[src/rtl/intc_pkg.sv]
package intc_pkg;
  localparam int PRIO_W = 4;
  localparam int LVL_W  = PRIO_W + 1;
  localparam logic [LVL_W-1:0] NMI_LEVEL = LVL_W'(1 << PRIO_W);

  // priority must beat the CPU mask and, in user mode, the user mask
  function automatic logic level_passes(input logic [PRIO_W-1:0] prio,
                                        input logic [PRIO_W-1:0] cur_mask,
                                        input logic              user,
                                        input logic [PRIO_W-1:0] user_mask);
    return (prio > cur_mask) && (!user || (prio > user_mask));
  endfunction

  // level to CPU mask value; NMI saturates at the top mask value
  function automatic logic [PRIO_W-1:0] level_to_mask(input logic [LVL_W-1:0] lvl);
    return (lvl > LVL_W'({PRIO_W{1'b1}})) ? {PRIO_W{1'b1}} : lvl[PRIO_W-1:0];
  endfunction
endpackage

[src/rtl/intc_sync.sv]
module intc_sync #(
  parameter int W = 1
) (
  input  logic         clk,
  input  logic         rst_n,
  input  logic [W-1:0] d,
  output logic [W-1:0] q
);
  logic [W-1:0] stage1;

  always_ff @(posedge clk or negedge rst_n) begin
    if (!rst_n) begin
      stage1 <= '0;
      q      <= '0;
    end else begin
      stage1 <= d;
      q      <= stage1;
    end
  end
endmodule

[src/rtl/intc_regs.sv]
module intc_regs import intc_pkg::*; #(
  parameter int N_SRC = 8,
  parameter int AW    = 4,
  parameter int DW    = 8
) (
  input  logic                    clk,
  input  logic                    rst_n,
  input  logic                    we,
  input  logic [AW-1:0]           addr,
  input  logic [DW-1:0]           wdata,
  input  logic                    nmi_lvl,
  output logic [DW-1:0]           rdata,
  output logic [N_SRC*PRIO_W-1:0] prio_flat,
  output logic                    nmi_gate_en,
  output logic [PRIO_W-1:0]       umask
);
  localparam logic [AW-1:0] CTRL_ADDR  = AW'(N_SRC);
  localparam logic [AW-1:0] UMASK_ADDR = AW'(N_SRC + 1);

  logic [PRIO_W-1:0] prio_q [N_SRC];
  logic unused_wdata_hi;
  assign unused_wdata_hi = ^wdata[DW-1:PRIO_W];

  for (genvar g = 0; g < N_SRC; g++) begin : g_prio
    always_ff @(posedge clk or negedge rst_n) begin
      if (!rst_n)                          prio_q[g] <= '0;
      else if (we && addr == AW'(g))       prio_q[g] <= wdata[PRIO_W-1:0];
    end
    assign prio_flat[g*PRIO_W +: PRIO_W] = prio_q[g];
  end

  always_ff @(posedge clk or negedge rst_n) begin
    if (!rst_n) begin
      nmi_gate_en <= 1'b0;
      umask       <= '0;
    end else if (we) begin
      if (addr == CTRL_ADDR)  nmi_gate_en <= wdata[0];
      if (addr == UMASK_ADDR) umask       <= wdata[PRIO_W-1:0];
    end
  end

  always_comb begin
    rdata = '0;
    for (int i = 0; i < N_SRC; i++)
      if (addr == AW'(i)) rdata = DW'(prio_q[i]);
    if (addr == CTRL_ADDR)  rdata = {{(DW-2){1'b0}}, nmi_lvl, nmi_gate_en};
    if (addr == UMASK_ADDR) rdata = DW'(umask);
  end
endmodule

[src/rtl/intc_arb.sv]
module intc_arb import intc_pkg::*; #(
  parameter int N_SRC = 8,
  parameter int SW    = 4
) (
  input  logic [N_SRC-1:0]        req,
  input  logic [N_SRC*PRIO_W-1:0] prio_flat,
  input  logic                    nmi_ok,
  input  logic [PRIO_W-1:0]       cur_mask,
  input  logic                    user,
  input  logic [PRIO_W-1:0]       user_mask,
  output logic                    win,
  output logic [LVL_W-1:0]        win_lvl,
  output logic [SW-1:0]           win_src
);
  logic [PRIO_W-1:0] p;

  always_comb begin
    win_lvl = '0;
    win_src = '0;
    p       = '0;
    // ascending scan with strict compare keeps the lowest index on ties
    for (int i = 0; i < N_SRC; i++) begin
      p = prio_flat[i*PRIO_W +: PRIO_W];
      if (req[i] && level_passes(p, cur_mask, user, user_mask) &&
          (LVL_W'(p) > win_lvl)) begin
        win_lvl = LVL_W'(p);
        win_src = SW'(i);
      end
    end
    if (nmi_ok) begin
      win_lvl = NMI_LEVEL;
      win_src = SW'(N_SRC);
    end
  end

  assign win = (win_lvl != '0);
endmodule

[src/rtl/prio_intc.sv]
module prio_intc import intc_pkg::*; #(
  parameter  int N_EXT = 4,
  parameter  int N_MOD = 4,
  parameter  int DW    = 8,
  localparam int N_SRC = N_EXT + N_MOD,
  localparam int SW    = $clog2(N_SRC + 1),
  localparam int AW    = $clog2(N_SRC + 2)
) (
  input  logic              clk,
  input  logic              rst_n,
  input  logic [N_EXT-1:0]  ext_req,
  input  logic [N_MOD-1:0]  mod_req,
  input  logic              nmi_pin,
  input  logic              nmi_ack,
  input  logic [PRIO_W-1:0] cpu_imask,
  input  logic              cpu_bl,
  input  logic              cpu_user,
  input  logic              reg_we,
  input  logic [AW-1:0]     reg_addr,
  input  logic [DW-1:0]     reg_wdata,
  output logic [DW-1:0]     reg_rdata,
  output logic              irq_o,
  output logic [LVL_W-1:0]  irq_level_o,
  output logic [SW-1:0]     irq_src_o,
  output logic [PRIO_W-1:0] new_imask_o
);
  logic [N_SRC-1:0]        req_s;
  logic [N_SRC*PRIO_W-1:0] prio_flat;
  logic                    nmi_s, nmi_prev, nmi_pend, nmi_rise, nmi_ok;
  logic                    nmi_gate_en;
  logic [PRIO_W-1:0]       umask;
  logic                    win;
  logic [LVL_W-1:0]        win_lvl;
  logic [SW-1:0]           win_src;

  intc_sync #(.W(N_SRC)) u_req_sync (
    .clk(clk), .rst_n(rst_n), .d({mod_req, ext_req}), .q(req_s)
  );

  intc_sync #(.W(1)) u_nmi_sync (
    .clk(clk), .rst_n(rst_n), .d(nmi_pin), .q(nmi_s)
  );

  assign nmi_rise = nmi_s & ~nmi_prev;

  always_ff @(posedge clk or negedge rst_n) begin
    if (!rst_n) begin
      nmi_prev <= 1'b0;
      nmi_pend <= 1'b0;
    end else begin
      nmi_prev <= nmi_s;
      if (nmi_rise)     nmi_pend <= 1'b1;
      else if (nmi_ack) nmi_pend <= 1'b0;
    end
  end

  assign nmi_ok = nmi_pend & ~(nmi_gate_en & cpu_bl);

  intc_regs #(.N_SRC(N_SRC), .AW(AW), .DW(DW)) u_regs (
    .clk(clk), .rst_n(rst_n), .we(reg_we), .addr(reg_addr), .wdata(reg_wdata),
    .nmi_lvl(nmi_s), .rdata(reg_rdata), .prio_flat(prio_flat),
    .nmi_gate_en(nmi_gate_en), .umask(umask)
  );

  intc_arb #(.N_SRC(N_SRC), .SW(SW)) u_arb (
    .req(req_s), .prio_flat(prio_flat), .nmi_ok(nmi_ok), .cur_mask(cpu_imask),
    .user(cpu_user), .user_mask(umask), .win(win), .win_lvl(win_lvl),
    .win_src(win_src)
  );

  always_ff @(posedge clk or negedge rst_n) begin
    if (!rst_n) begin
      irq_o       <= 1'b0;
      irq_level_o <= '0;
      irq_src_o   <= '0;
      new_imask_o <= '0;
    end else begin
      irq_o       <= win;
      irq_level_o <= win_lvl;
      irq_src_o   <= win_src;
      new_imask_o <= level_to_mask(win_lvl);
    end
  end
endmodule

[config.mk]
export PLATFORM = sky130hd
export DESIGN_NAME = prio_intc
export DESIGN_NICKNAME = d
export VERILOG_FILES = /design/src/rtl/intc_pkg.sv /design/src/rtl/intc_sync.sv /design/src/rtl/intc_regs.sv /design/src/rtl/intc_arb.sv /design/src/rtl/prio_intc.sv
export SDC_FILE = /design/constraint.sdc
export NUM_CORES = 1
export LEC_CHECK = 0
export ABC_AREA = 1
export BUFFER_PORTS_ARGS = -buffer_cell sky130_fd_sc_hd__buf_2
export CAP_MARGIN = 30
export CORE_AREA = 2 2 120 110
export DETAILED_ROUTE_END_ITERATION = 6
export DIE_AREA = 0 0 122 112
export PLACE_DENSITY_LB_ADDON = 0.08
export SYNTH_ARGS = -nofsm -noshare
export SYNTH_HDL_FRONTEND = slang
export SYNTH_SLANG_ARGS = --single-unit
[constraint.sdc]
create_clock -name clk -period 7.8 [get_ports clk]
set_clock_uncertainty 0.1 [all_clocks]
set_input_delay 0.78 -clock clk [delete_from_list [all_inputs] [get_ports clk]]
set_output_delay 0.78 -clock clk [all_outputs]
set_load 0.01 [all_outputs]
==> metrics.cfg <==
[floorplanning]
rows=39
dieHeight_um=112
fp.coreArea_um2=12400
fp.dieW_um=122
fp.dieArea_um2=13700
io_pins=53
start_util_pct=44.1

[clock_network]
path_clk_slew_ps=60
cts-root-buf=clkbuf_16
cts_tree=built
clockBufferDepth=2
cts_buffers=9
h-tree-depth=3
clk_latency_ps=340
clock_sinks=70
hold_buffers=0

[layout]
diodes=0
fin_nets=979
final_core_util_pct=60.4
instances_no_fill=1029
area_growth_pct=36.9
final_layout_size_suffix_gt1_share_pct=34.1

[global_routing]
grt_pass1_vias=5430
grtUsageMet3_pct=4.20
top_usage_layer=met2
grt_overflow=0
grt_antenna_before_repair=0
track_usage_pct=25.6
grt_pass1_wl_mm=26.9
grtUsageMet1_pct=34.8
grt_max_degree=71
grt.met2_usage_pct=39.4

[critical_path]
critPathRequiredTime_ps=7930
reg2reg_depth=72
r2r-start=u_regs.prio_flat[3]
crit_type=input port to flip-flop
rrSetupSlack_ps=-1010
cp_max_fo=8
cp_slowest_cell=ha_1
reg2reg_to=irq_o
cp_common_cell=nand2_2
cp.arrival_ps=8980
endpoint_kind=flip-flop
start_kind=input port
max_stage_delay_ps=310

[sta]
period_needed_ps=8850
fin_ws_ps=-1050
rsz0062_at_grt=true
tightestPinTransition_ps=912
drv_slew=0
whs_ps=246
period_share_pct=113
slew_headroom_pct=39.2
clock.fmax_mhz=113
hold_viol=0
setup_violations=12

[place]
gp_congestion=0.875
portBuffers=44
dp.cells=973
detailed_place_hpwl_mm=11.8
dp_slack_ps=-1640

[yosys]
synthCells=698
synth_edf_count=0
syn_avg_cell_area_um2=7.87
netlist-cell-type-count=35
ys_top_cells_by_count=167 x nand2_1, 93 x inv_1, 88 x ha_1
synth_top_flop_cell=dfrtp_1
synth_area_leaders=dfrtp_1 32%, ha_1 20%, nand2_1 11%
postSynth.asyncResetShare_pct=100
synth_seq_area_share_pct=31.9
synth_most_common_cell=nand2_1
netlist.area_leader.share_pct=31.9
ys_ff_latch=70
ys_warn_count=0
netlist_area_um2=5490
synth_area_leader_cell=dfrtp_1

[detailed_routing]
dr.pass1.iters=5
viasPerCell=5.20
drtAntennaViolNets=0
drt_iter0_drc=233
wl_per_cell_um=16.2
drt-total-wl_mm=16.6
num_vias=5346
drc=0

[worst_hold_path]
whs_endpoint=u_nmi_sync.q
hold_path_depth=0
hp-class=flip-flop to flip-flop
worstHoldStart=u_nmi_sync.stage1

[pwr]
p_per_area_nw_per_um2=290
p_total_mw=2.18
ir_drop_uv=195
leakage_nw=3.93

[run_status]
violations=negative setup slack
outcome=finished, violations left

[job]
maxCapViolations=0

==> kinds of logic after synthesis <==
| family | after synthesis | share of synthesized area (%) |
|---|---|---|
| other cells | 1 | 0.0683 |
| simple gates | 308 | 27.2 |
| buf+inv | 106 | 7.61 |
| flops | 70 | 31.9 |
| compound gates | 125 | 13.2 |
| fa+ha+maj | 88 | 20.0 |
==> worst max-delay path by stage <==
stage / start / to / cells after the start
after detailed placement: cpu_imask[1] / irq_o / 69
after global placement: cpu_imask[3] / irq_o / 66
after floorplan: cpu_imask[3] / irq_o / 70
final: cpu_imask[3] / irq_o / 72
after CTS: cpu_imask[1] / irq_o / 70
after global routing: cpu_imask[1] / irq_o / 68
==> registers in the layout, summed over array words and instances, names as in the netlist <==
register	count
u_regs.umask	4
irq_src_o	3
nmi_prev	1
nmi_pend	1
new_imask_o	4
u_req_sync.stage1	8
irq_level_o	5
u_regs.nmi_gate_en	1
u_req_sync.q	8
u_nmi_sync.q	1
u_regs.prio_flat	32
irq_o	1
u_nmi_sync.stage1	1
==> where the power goes <==
group | internal, mW | switching, mW
logic | 0.571 | 0.658
registers | 0.433 | 0.0837
clock network | 0.279 | 0.160
==> final cells by class <==
class	count	area, um2
multi-input cells	526	3780
well taps	164	205
clock inverters	6	86.3
repair buffers	154	1090
flip-flops and latches	70	1750
inverters	99	385
fillers	1115	4920
clock buffers	10	229
==> repair_timing <==
action                     in CTS  in global routing
resized for setup              45                 46
pin swaps                      37                 31
cloned                          1                  0
setup buffers                  32                  7
setup endpoints to repair      12                 12
==> worst max-delay path, delay by kind of cell <==
family                   cells  cell delay [ps]
buffers and inverters       15             1100
AO/OA/AOI/OAI               10             1220
AND/OR/NAND/NOR             40             3930
adder cells (fa/ha/maj)      7             1970
==> metal layers <==
layer	wire (um)	up-vias
li1	-	2666
met1	7770	2512
met2	7500	133
met3	803	35
met4	540	0
met5	0	-
==> cell usage in the layout (no fill, tap or decap), types with 2 or more instances in the layout <==
cell        instances
nand3_1            29
ha_4               13
nand2_1           144
and2_4              3
clkinvlp_4          4
o211ai_1            4
bufinv_16           2
o21ai_0            46
nand3_2            21
a21oi_1            28
nor2_1             30
a21oi_2             2
inv_1              84
nor2_4              8
conb_1              4
nand3_4             3
ha_1               75
nand2_4            11
a21boi_0            3
buf_4             107
o21bai_1           16
clkbuf_16           9
clkinv_2            2
nor2_2              7
a221oi_1            3
o2111ai_1           3
o21ai_4             2
dfrtp_1            69
o21ai_2             6
buf_6               6
buf_2              40
inv_2              11
nand4_1            18
o21ai_1             6
nand2_2            29
==> stage by stage <==
stage | cell area, um2 | setup TNS [ps]
after floorplan | 5600 | -8060
after global placement | 6520 | -14760
after detailed placement | 6520 | -18180
after CTS | 7270 | -9440
after global routing | 7520 | -17950
final | 7520 | -11230
Note: power is estimated with default switching activity, not from simulation.
